$ cat src/rtl/trace_ring_pkg.sv
package trace_ring_pkg;
    localparam int FRAME_LOG2 = 2;

    typedef enum logic [1:0] {
        ST_STOP = 2'd0,
        ST_RUN  = 2'd1,
        ST_PAD  = 2'd2
    } cap_state_e;

    localparam logic [11:0] A_SIZE = 12'h004;
    localparam logic [11:0] A_STAT = 12'h00C;
    localparam logic [11:0] A_RDAT = 12'h010;
    localparam logic [11:0] A_RPTR = 12'h014;
    localparam logic [11:0] A_WPTR = 12'h018;
    localparam logic [11:0] A_TCNT = 12'h01C;
    localparam logic [11:0] A_CTRL = 12'h020;
    localparam logic [11:0] A_WDAT = 12'h024;
    localparam logic [11:0] A_FSTS = 12'h300;
    localparam logic [11:0] A_FCTL = 12'h304;
endpackage

$ cat src/rtl/trace_ring_ram.sv
module trace_ring_ram #(
    parameter int AW = 6,
    parameter int DW = 32
) (
    input  logic          clk,
    input  logic          we,
    input  logic [AW-1:0] waddr,
    input  logic [DW-1:0] wdata,
    input  logic [AW-1:0] raddr,
    output logic [DW-1:0] rdata
);
    localparam int DEPTH = 1 << AW;

    logic [DW-1:0] mem_q [DEPTH];

    always_ff @(posedge clk) begin
        if (we) mem_q[waddr] <= wdata;
    end

    assign rdata = mem_q[raddr];
endmodule

$ cat src/rtl/trace_ring_ctrl.sv
module trace_ring_ctrl
    import trace_ring_pkg::*;
#(
    parameter int AW = 6,
    parameter int DW = 32
) (
    input  logic          clk,
    input  logic          rst_n,
    input  logic          sw_wr_ctrl,
    input  logic          sw_wr_fmt,
    input  logic          sw_wr_wptr,
    input  logic          sw_wr_rptr,
    input  logic          sw_wr_trg,
    input  logic          sw_wr_data,
    input  logic          sw_rd_data,
    input  logic [DW-1:0] sw_wdata,
    input  logic          trc_valid,
    input  logic [DW-1:0] trc_data,
    input  logic          trig,
    output logic [AW-1:0] wptr,
    output logic [AW-1:0] rptr,
    output logic          full,
    output logic          stopped,
    output logic          capt_en,
    output logic          fmt_en,
    output logic          stop_on_flush,
    output logic          stop_on_trig,
    output logic          flush_busy,
    output logic [DW-1:0] trg_cnt,
    output logic          mem_we,
    output logic [AW-1:0] mem_addr,
    output logic [DW-1:0] mem_wdata
);
    typedef struct packed {
        cap_state_e    st;
        logic [AW-1:0] wptr;
        logic [AW-1:0] rptr;
        logic          full;
        logic          capt_en;
        logic          fmt_en;
        logic          stop_fl;
        logic          stop_tr;
        logic          flush;
        logic          armed;
        logic [DW-1:0] cnt;
    } regs_t;

    regs_t q, d;
    logic  halt;
    logic  do_store;
    logic [DW-1:0] st_data;

    always_comb begin
        d        = q;
        do_store = 1'b0;
        st_data  = '0;
        halt     = (q.armed && (q.cnt == '0)) || !q.capt_en || (q.flush && q.stop_fl);

        unique case (q.st)
            ST_STOP: begin
                d.flush = 1'b0;
                if (sw_wr_data) begin
                    do_store = 1'b1;
                    st_data  = sw_wdata;
                end
                if (sw_wr_ctrl && sw_wdata[0]) begin
                    d.st    = ST_RUN;
                    d.armed = 1'b0;
                end
            end
            ST_RUN: begin
                if (halt || q.flush) begin
                    d.st = ST_PAD;
                end else begin
                    if (trc_valid) begin
                        do_store = 1'b1;
                        st_data  = trc_data;
                        if (q.armed) d.cnt = q.cnt - 1'b1;
                    end
                    if (trig && q.stop_tr && !q.armed) d.armed = 1'b1;
                end
            end
            ST_PAD: begin
                if (q.wptr[FRAME_LOG2-1:0] != '0) begin
                    do_store = 1'b1;
                end else begin
                    d.flush = 1'b0;
                    d.st    = halt ? ST_STOP : ST_RUN;
                end
            end
            default: d.st = ST_STOP;
        endcase

        if (do_store) begin
            d.wptr = q.wptr + 1'b1;
            if (q.wptr == '1) d.full = 1'b1;
        end
        if (q.st == ST_STOP) begin
            if (sw_wr_wptr) begin
                d.wptr = sw_wdata[AW-1:0];
                if (sw_wdata[AW-1:0] == '0) d.full = 1'b0;
            end
            if (sw_wr_rptr) d.rptr = sw_wdata[AW-1:0];
        end
        if (sw_rd_data) d.rptr = q.rptr + 1'b1;
        if (sw_wr_ctrl) d.capt_en = sw_wdata[0];
        if (sw_wr_fmt) begin
            d.fmt_en  = sw_wdata[0];
            d.stop_fl = sw_wdata[12];
            d.stop_tr = sw_wdata[13];
            if (sw_wdata[6]) d.flush = 1'b1;
        end
        if (sw_wr_trg) d.cnt = sw_wdata;
    end

    always_ff @(posedge clk or negedge rst_n) begin
        if (!rst_n) begin
            q    <= '0;
            q.st <= ST_STOP;
        end else begin
            q <= d;
        end
    end

    assign wptr          = q.wptr;
    assign rptr          = q.rptr;
    assign full          = q.full;
    assign stopped       = (q.st == ST_STOP);
    assign capt_en       = q.capt_en;
    assign fmt_en        = q.fmt_en;
    assign stop_on_flush = q.stop_fl;
    assign stop_on_trig  = q.stop_tr;
    assign flush_busy    = q.flush;
    assign trg_cnt       = q.cnt;
    assign mem_we        = do_store;
    assign mem_addr      = q.wptr;
    assign mem_wdata     = st_data;


    stop_aligned_chk: assert property (@(posedge clk) disable iff (!rst_n)
        $rose(q.st == ST_STOP) |-> (q.wptr[FRAME_LOG2-1:0] == '0));


    pad_zero_chk: assert property (@(posedge clk) disable iff (!rst_n)
        (q.st == ST_PAD && mem_we) |-> (mem_wdata == '0));


    full_clear_chk: assert property (@(posedge clk) disable iff (!rst_n)
        $fell(q.full) |-> $past(sw_wr_wptr && (sw_wdata[AW-1:0] == '0)));


    flush_done_chk: assert property (@(posedge clk) disable iff (!rst_n)
        (q.flush && q.st == ST_STOP && !sw_wr_fmt) |=> !q.flush);


    idle_hold_chk: assert property (@(posedge clk) disable iff (!rst_n)
        (q.st == ST_STOP && !sw_wr_data && !sw_wr_wptr) |=> $stable(q.wptr));


    count_down_chk: assert property (@(posedge clk) disable iff (!rst_n)
        (q.st != ST_STOP && !sw_wr_trg) |=> (q.cnt <= $past(q.cnt)));
endmodule

$ cat src/rtl/trace_ring_top.sv
module trace_ring_top
    import trace_ring_pkg::*;
#(
    parameter int AW = 6
) (
    input  logic        clk,
    input  logic        rst_n,
    input  logic        psel,
    input  logic        penable,
    input  logic        pwrite,
    input  logic [11:0] paddr,
    input  logic [31:0] pwdata,
    output logic [31:0] prdata,
    input  logic        trc_valid,
    input  logic [31:0] trc_data,
    input  logic        trig_in
);
    localparam int DW    = 32;
    localparam int DEPTH = 1 << AW;

    logic          acc_wr, acc_rd;
    logic [AW-1:0] wptr, rptr, mem_addr;
    logic          full, stopped, capt_en, fmt_en, stop_fl, stop_tr, flush_busy, mem_we;
    logic [DW-1:0] trg_cnt, mem_wdata, mem_rdata;

    assign acc_wr = psel && penable && pwrite;
    assign acc_rd = psel && penable && !pwrite;

    trace_ring_ctrl #(.AW(AW), .DW(DW)) u_ctrl (
        .clk           (clk),
        .rst_n         (rst_n),
        .sw_wr_ctrl    (acc_wr && paddr == A_CTRL),
        .sw_wr_fmt     (acc_wr && paddr == A_FCTL),
        .sw_wr_wptr    (acc_wr && paddr == A_WPTR),
        .sw_wr_rptr    (acc_wr && paddr == A_RPTR),
        .sw_wr_trg     (acc_wr && paddr == A_TCNT),
        .sw_wr_data    (acc_wr && paddr == A_WDAT),
        .sw_rd_data    (acc_rd && paddr == A_RDAT),
        .sw_wdata      (pwdata),
        .trc_valid     (trc_valid),
        .trc_data      (trc_data),
        .trig          (trig_in),
        .wptr          (wptr),
        .rptr          (rptr),
        .full          (full),
        .stopped       (stopped),
        .capt_en       (capt_en),
        .fmt_en        (fmt_en),
        .stop_on_flush (stop_fl),
        .stop_on_trig  (stop_tr),
        .flush_busy    (flush_busy),
        .trg_cnt       (trg_cnt),
        .mem_we        (mem_we),
        .mem_addr      (mem_addr),
        .mem_wdata     (mem_wdata)
    );

    trace_ring_ram #(.AW(AW), .DW(DW)) u_ram (
        .clk   (clk),
        .we    (mem_we),
        .waddr (mem_addr),
        .wdata (mem_wdata),
        .raddr (rptr),
        .rdata (mem_rdata)
    );

    always_comb begin
        prdata = '0;
        if (acc_rd) begin
            unique case (paddr)
                A_SIZE:  prdata = DW'(DEPTH) & 32'h7FFF_FFFF;
                A_STAT:  prdata = {31'b0, full};
                A_RDAT:  prdata = mem_rdata;
                A_RPTR:  prdata = DW'(rptr);
                A_WPTR:  prdata = DW'(wptr);
                A_TCNT:  prdata = trg_cnt;
                A_CTRL:  prdata = {31'b0, capt_en};
                A_FSTS:  prdata = {30'b0, stopped, 1'b0};
                A_FCTL:  prdata = {18'b0, stop_tr, stop_fl, 5'b0, flush_busy, 5'b0, fmt_en};
                default: prdata = '0;
            endcase
        end
    end
endmodule

$ cat config.mk
export PLATFORM = sky130hd
export DESIGN_NAME = trace_ring_top
export DESIGN_NICKNAME = d
export VERILOG_FILES = /design/src/rtl/trace_ring_pkg.sv /design/src/rtl/trace_ring_ram.sv /design/src/rtl/trace_ring_ctrl.sv /design/src/rtl/trace_ring_top.sv
export SDC_FILE = /design/constraint.sdc
export NUM_CORES = 2
export LEC_CHECK = 0
export BUFFER_PORTS_ARGS = -buffer_cell sky130_fd_sc_hd__buf_2
export CORE_ASPECT_RATIO = 1.75
export CORE_MARGIN = 2
export CORE_UTILIZATION = 60
export CTS_CLUSTER_DIAMETER = 40
export DETAILED_ROUTE_END_ITERATION = 10
export HOLD_SLACK_MARGIN = 0.03
export PLACE_DENSITY = 0.8
export RECOVER_POWER = 100
export SLEW_MARGIN = 15
export SYNTH_ARGS = -nofsm -noshare
export SYNTH_HDL_FRONTEND = slang
export SYNTH_SLANG_ARGS = --single-unit
export TNS_END_PERCENT = 50
$ cat constraint.sdc
create_clock -name clk -period 3.7 [get_ports clk]
set_input_delay 0.185 -clock clk [delete_from_list [all_inputs] [get_ports clk]]
set_output_delay 0.185 -clock clk [all_outputs]
set_load 0.01 [all_outputs]
# [Yosys cells after proc, flatten, opt, wreduce, memory -nomap -nowiden]
# Memory sizes are Yosys's and may differ from the RTL's.
# Cells that the tools add are included.
[totals] reg_bits=53 ramBits=2048 inputBits=83 output_inout_bits=32 elab_cells=108 memories=1
[memory_table] name="u_ram.mem_q" depth=64 width=32 read_ports=1 rd_clocked_by_memory_dff=0 wr=1 line="trace_ring_ram.sv:14" text="logic [DW-1:0] mem_q [DEPTH];"
[classes] addsub=3 eq_ne=19 mux=39 n_reduce_logical=35
[ops] op="$pmux W32 S9" n=1
[ops] op="$mux W32" n=8
[ops] op="$pmux W32 S2" n=1
[ops] op="$eq A12 B5 Y1 const B" n=4
[ops] op="$mux W33" n=1
[ops] op="$logic_not A32 Y1" n=1
[ops] op="$sub A32 B1 Y32 const B" n=1
[ops] op="$eq A12 B10 Y1 const B" n=2
[ops] op="$eq A12 B6 Y1 const B" n=2
[ops] op="$mux W6" n=4
[ops] op="$mux W1" n=16
[ops] op="$logic_and A1 B1 Y1" n=15
[ops] op="$reduce_bool A2 Y1" n=7
[ops] op="$mux W13" n=1
[ops] op="$add A6 B1 Y6 const B" n=2
[ops] op="$eq A12 B3 Y1 const B" n=1
[ops] op="$eq A12 B4 Y1 const B" n=1
[ops] op="$ne A2 B1 Y1 const B" n=4
[ops] op="$reduce_and A4 Y1" n=2
[ops] op="$eq A6 B6 Y1 const B" n=1
[ops] op="$logic_not A6 Y1" n=1
[ops] op="$mux W2" n=3
[ops] op="$pmux W2 S3" n=1
[ops] op="$ne A2 B2 Y1 const B" n=2
[ops] op="9 further kinds" n=14

# [Depth between registers and ports, before layout]
[depth] word_depth=12 depth_mapped=12 depth_no_buf=8

# [Modules after synthesis]
# Synthesis repeated with hierarchy kept, for this count alone.
[unflattened] hier_cells=3835 hier_area_um2=82601.7
[modules_own_cells] mod="trace_ring_ram" instances=1 cells_per_inst=3292 area_each_um2=77874.7 seq_area_each_um2=61499.0
[modules_own_cells] mod="trace_ring_ctrl" instances=1 cells_per_inst=445 area_each_um2=3886.2 seq_area_each_um2=1326.3
[modules_own_cells] mod="trace_ring_top" instances=1 cells_per_inst=98 area_each_um2=840.8 seq_area_each_um2=0.0

# [Worst setup path after synthesis]
# Ideal clock, no wire load.
[synth_timing] kind="input to register" startpoint="input paddr[1]" endpoint="memory u_ram.mem_q[32][0], enable pin" arrival_time_ps=3054 required_ps=3279 slack_ps=225 stages=6 n_path_buf=0 cell_sequence="nor4_4 nand3b_2 o31ai_4 o21bai_4 nand3b_2 nor2_1"
[synth_via] elab_chain_len=6
[synth_rtl] item="from (decl)" line="trace_ring_top.sv:11" text="input logic [11:0] paddr,"
[synth_rtl] item="$eq A12 B6 Y1" line="trace_ring_top.sv:37" text=".sw_wr_data (acc_wr && paddr == A_WDAT),"
[synth_rtl] item="$logic_and A1 B1 Y1" line="trace_ring_top.sv:37"
[synth_rtl] item="$mux W1" line="trace_ring_ctrl.sv:62" text="if (sw_wr_data) begin"
[synth_rtl] item="$pmux W1 S3" line="trace_ring_ctrl.sv:59" text="unique case (q.st)"
[synth_rtl] item="$mux W1" line="trace_ring_ram.sv:17" text="if (we) mem_q[waddr] <= wdata;"
[synth_rtl] item="$mux W1 (not written as such)" line="trace_ring_ram.sv:17"
[synth_rtl] item="to (decl)" line="trace_ring_ram.sv:14"
# No other way between the ends.

# [Final worst setup path]
[layout_timing] startpoint="register u_ctrl.q, in the netlist u_ctrl.rptr[4]" endpoint="output prdata[5]"
[layout_via] elab_chain_len=3
[layout_rtl] item="from (decl)" line="trace_ring_ctrl.sv:48" text="regs_t q, d;"
[layout_rtl] item="$mem_v2 Z64 W32"
[layout_rtl] item="$pmux W32 S9" line="trace_ring_top.sv:70" text="unique case (paddr)"
[layout_rtl] item="$mux W32" line="trace_ring_top.sv:69" text="if (acc_rd) begin"
[layout_rtl] item="to (decl)" line="trace_ring_top.sv:13" text="output logic [31:0] prdata,"
# No other way between the ends.

==> flow_metrics.py <==
metrics = {
    "worst_hold_path": {
        "hp-class": "input pin to register",
        "hp-start": "paddr[10]",
        "min_path_cells": 6,
    },
    "finish": {
        "syn2layout_area_growth_pct": 17.88,
        "final_common_cell": "edfxtp_1",
        "fillers": 7216,
        "final_cell_mix": "2,048 x edfxtp_1, 437 x mux4_2, 241 x buf_4",
        "drive_gt1_share_pct": 32.80,
        "fin_nets": 4653,
    },
    "sta": {
        "fin_ws_ns": -0.4589,
        "fmax_ghz": 0.2404,
        "slew_viol_final": 50,
        "layout_min_cycle_time_ns": 4.159,
        "finalCritPeriodShare_pct": 112.4,
        "tightest_slew_ns": 2.321,
        "final-hold-violation-count": 0,
        "setup_viol": 2395,
        "skew_ns": 0.05285,
        "relSlewSlack_pct": -54.74,
        "rsz0062_at_grt": "yes",
        "fin_hold_ws_ns": 0.1038,
        "tns_ns": -312.66,
    },
    "routing": {
        "routed_via_density": 7.942,
        "wl_met1_um": 79030,
        "wl_met3_um": 48580,
        "first_pass_iters": 11,
        "ant_nets": 0,
        "drtIter0Drc": 9948,
        "dr_wl_met2_um": 135500,
        "wl_per_cell_um": 46.09,
        "top_layer": "met5",
        "drc": 1,
        "vias": 51934,
        "wl_um": 301400,
    },
    "worst_setup_path": {
        "crit_top_cell": "buf_4",
        "path_cells": "buf_4 > buf_4 > nor2_2 > a22oi_1 > nand4_1 > o211a_1 > a41o_4 > a21oi_4 > buf_6",
        "slowest_stage": "dfrtp_4",
        "rrSetupSlack_ns": -0.36,
        "cp_data_required_time_ns": 3.51,
        "worstSetupPathType": "register to primary output",
        "critical_path_buf_inv_count": 3,
        "worstRegToRegCells": 7,
        "crit_path_start_kind": "register",
        "cp.depth": 9,
        "worst-path-max-fanout": 20,
        "cp_slowest_stage_delay_ns": 0.74,
        "startpoint": "u_ctrl.rptr[4]$_DFFE_PN0P_",
        "critPathArrivalTime_ns": 3.97,
        "cp_top_family": "compound AO/OA/AOI/OAI gates",
        "r2r-start": "u_ctrl.trg_cnt[21]$_DFFE_PN0P_",
        "end_kind": "primary output",
    },
    "clock_tree": {
        "cts_made_buffers": 170,
        "clockBufferDepth": 3,
        "clk_latency_ns": 0.87,
        "cts.clk_slew.worst_paths_ns": 0.07,
        "cts.sinks": 2101,
        "cts_tree": "built",
        "cts_root_buf": "clkbuf_16",
        "cts.htree.levels": 4,
    },
    "global_routing": {
        "grt_start_max_net_pins": 65,
        "antenna_found_initial": 24,
        "grt_pass1_wl_um": 393800,
        "grt-ovfl-total": 0,
        "grt_usage_pct": 40.96,
        "grt_pass1_vias": 50643,
    },
    "yosys": {
        "synth_top_family_by_area": "multiplexers",
        "synth_edf_count": 2048,
        "yosysUniqueCellTypes": 92,
        "synthXorXnorAreaFrac_pct": 0.3503,
        "ys.flop_type": "edfxtp_1",
        "synth.ff_latch_count": 2101,
        "netlist_area_mm2": 0.08250,
        "synth_compound_area_share_pct": 4.302,
        "netlist_instances": 3986,
        "yosys.area_share.simple_pct": 3.183,
        "syn-num-nets": 4074,
        "yosys_warnings": 0,
        "synth-seq-area-share_pct": 76.15,
        "async_flop_share_pct": 2.523,
        "syn-mean-instance-area_um2": 20.70,
        "synth_fa_ha_area_share_pct": 0.07583,
        "synth.area.mux_share_pct": 14.27,
    },
    "pwr": {
        "totalPowerFinal_mw": 49.78,
        "peakVddDrop_mv": 0.4557,
        "p_leak_nw": 30.66,
        "power.density_mw_per_mm2": 511.8,
    },
    "floorplan": {
        "dieWidth_um": 284.3,
        "num_io_pins": 115,
        "core_area_mm2": 0.1369,
        "die_area_mm2": 0.1406,
        "start_util_pct": 60.25,
        "rows": 180,
        "die_h_um": 494.5,
    },
    "placed_design": {
        "portBuffers": 114,
        "dp_hpwl_um": 144300,
        "globalplace.congestion": 0.9907,
        "dpl_worst_slack_ns": 0.1725,
    },
    "flow_run": {
        "maxCapViolations": 2,
    },
    "status": {
        "status": "finished with violations",
        "violations": "DRC, capacitance limit, slew limit, setup timing",
    },
}
## worst min-delay path, stage by stage
cell and delay, ns:
buf_2 0.12, or4_1 0.18, nor4_1 0.11, nand3b_1 0.11, o21a_1 0.12, o32ai_1 0.08
## cell families after synthesis
logic type | Yosys count
mux | 625
xor+xnor | 33
compound gates | 478
buf+inv | 230
simple gates | 514
flops | 2101
fa+ha+maj | 5
## registers in the layout, indices dropped and copies added (netlist names)
name                  cells
u_ctrl.stop_on_flush      1
u_ctrl.fmt_en             1
u_ctrl.trg_cnt           32
u_ctrl.mem_addr           6
u_ctrl.full               1
u_ctrl.flush_busy         1
u_ram.mem_q            2048
u_ctrl.stop_on_trig       1
u_ctrl.rptr               6
u_ctrl.q                  3
u_ctrl.capt_en            1
## where the power goes
part	internal (mW)	total, mW	switching (mW)
Combinational	0.634	2.79	2.15
Sequential	27.2	27.5	0.347
Clock	10.3	19.5	9.15
Total	38.1	49.8	11.7
## final timing paths
| kind | to |
|---|---|
| max | prdata[5] |
| min | u_ctrl.q[51]$_DFFE_PN0P_ |
| max reg2reg | u_ram.mem_q[47][18]$_DFFE_PP_ |
| min reg2reg | u_ctrl.fmt_en$_DFFE_PN0P_ |
| max in group asynchronous | u_ctrl.trg_cnt[22]$_DFFE_PN0P_ |
| min in group asynchronous | u_ctrl.rptr[3]$_DFFE_PN0P_ |
## layout make-up
class                           count  area, µm²  share of cell area [%]
Clock inverter                    105       1266                   1.302
Tap cell                         1820       2277                   2.341
Clock buffer                      209       4496                   4.622
Timing Repair Buffer              623       6391                   6.571
Sequential cell                  2101      62840                   64.62
Inverter                           13      52.55                 0.05403
Antenna cell                       12      30.03                 0.03088
Multi-Input combinational cell   1656      19900                   20.46
## routing by layer
metal,track usage (%),up-vias
met2,63.60,6864
li1,-,17910
met3,14.01,2251
met1,44.67,24885
met5,0,-
met4,36.86,24
## cells in the mapped netlist, types with 31 or more instances
library cell / count / area (µm²)
edfxtp_1: 2048 / 61500
mux4_2: 436 / 9819
mux2i_1: 173 / 1732
nand2_1: 171 / 641.9
nor2_1: 130 / 488.0
clkbuf_1: 90 / 337.8
o22ai_1: 65 / 406.6
a21oi_1: 63 / 315.3
a22oi_1: 60 / 450.4
dfrtp_1: 53 / 1326
a22o_1: 52 / 455.4
o221ai_1: 45 / 394.1
o21ai_0: 42 / 210.2
buf_2: 41 / 205.2
nand3_1: 41 / 205.2
a211oi_1: 31 / 232.7
## stage by stage
stage	cells	area, µm²	utilization (%)
3_3_place_gp	6032	88080	64.32
6_report	6539	97260	71.03
2_1_floorplan	3986	82500	-
5_1_grt	6530	97230	71.01
3_5_place_dp	6033	88100	64.34
4_1_cts	6481	96430	70.42
## what timing repair did
action,CTS,global route
setup buffers,58,41
endpoints found under the setup margin,32,32
pin swaps,42,36
endpoints found under the hold margin,105,0
hold buffers,64,0
resized for setup,199,127
gates cloned,16,6
Power figures use the tool's default switching activity.
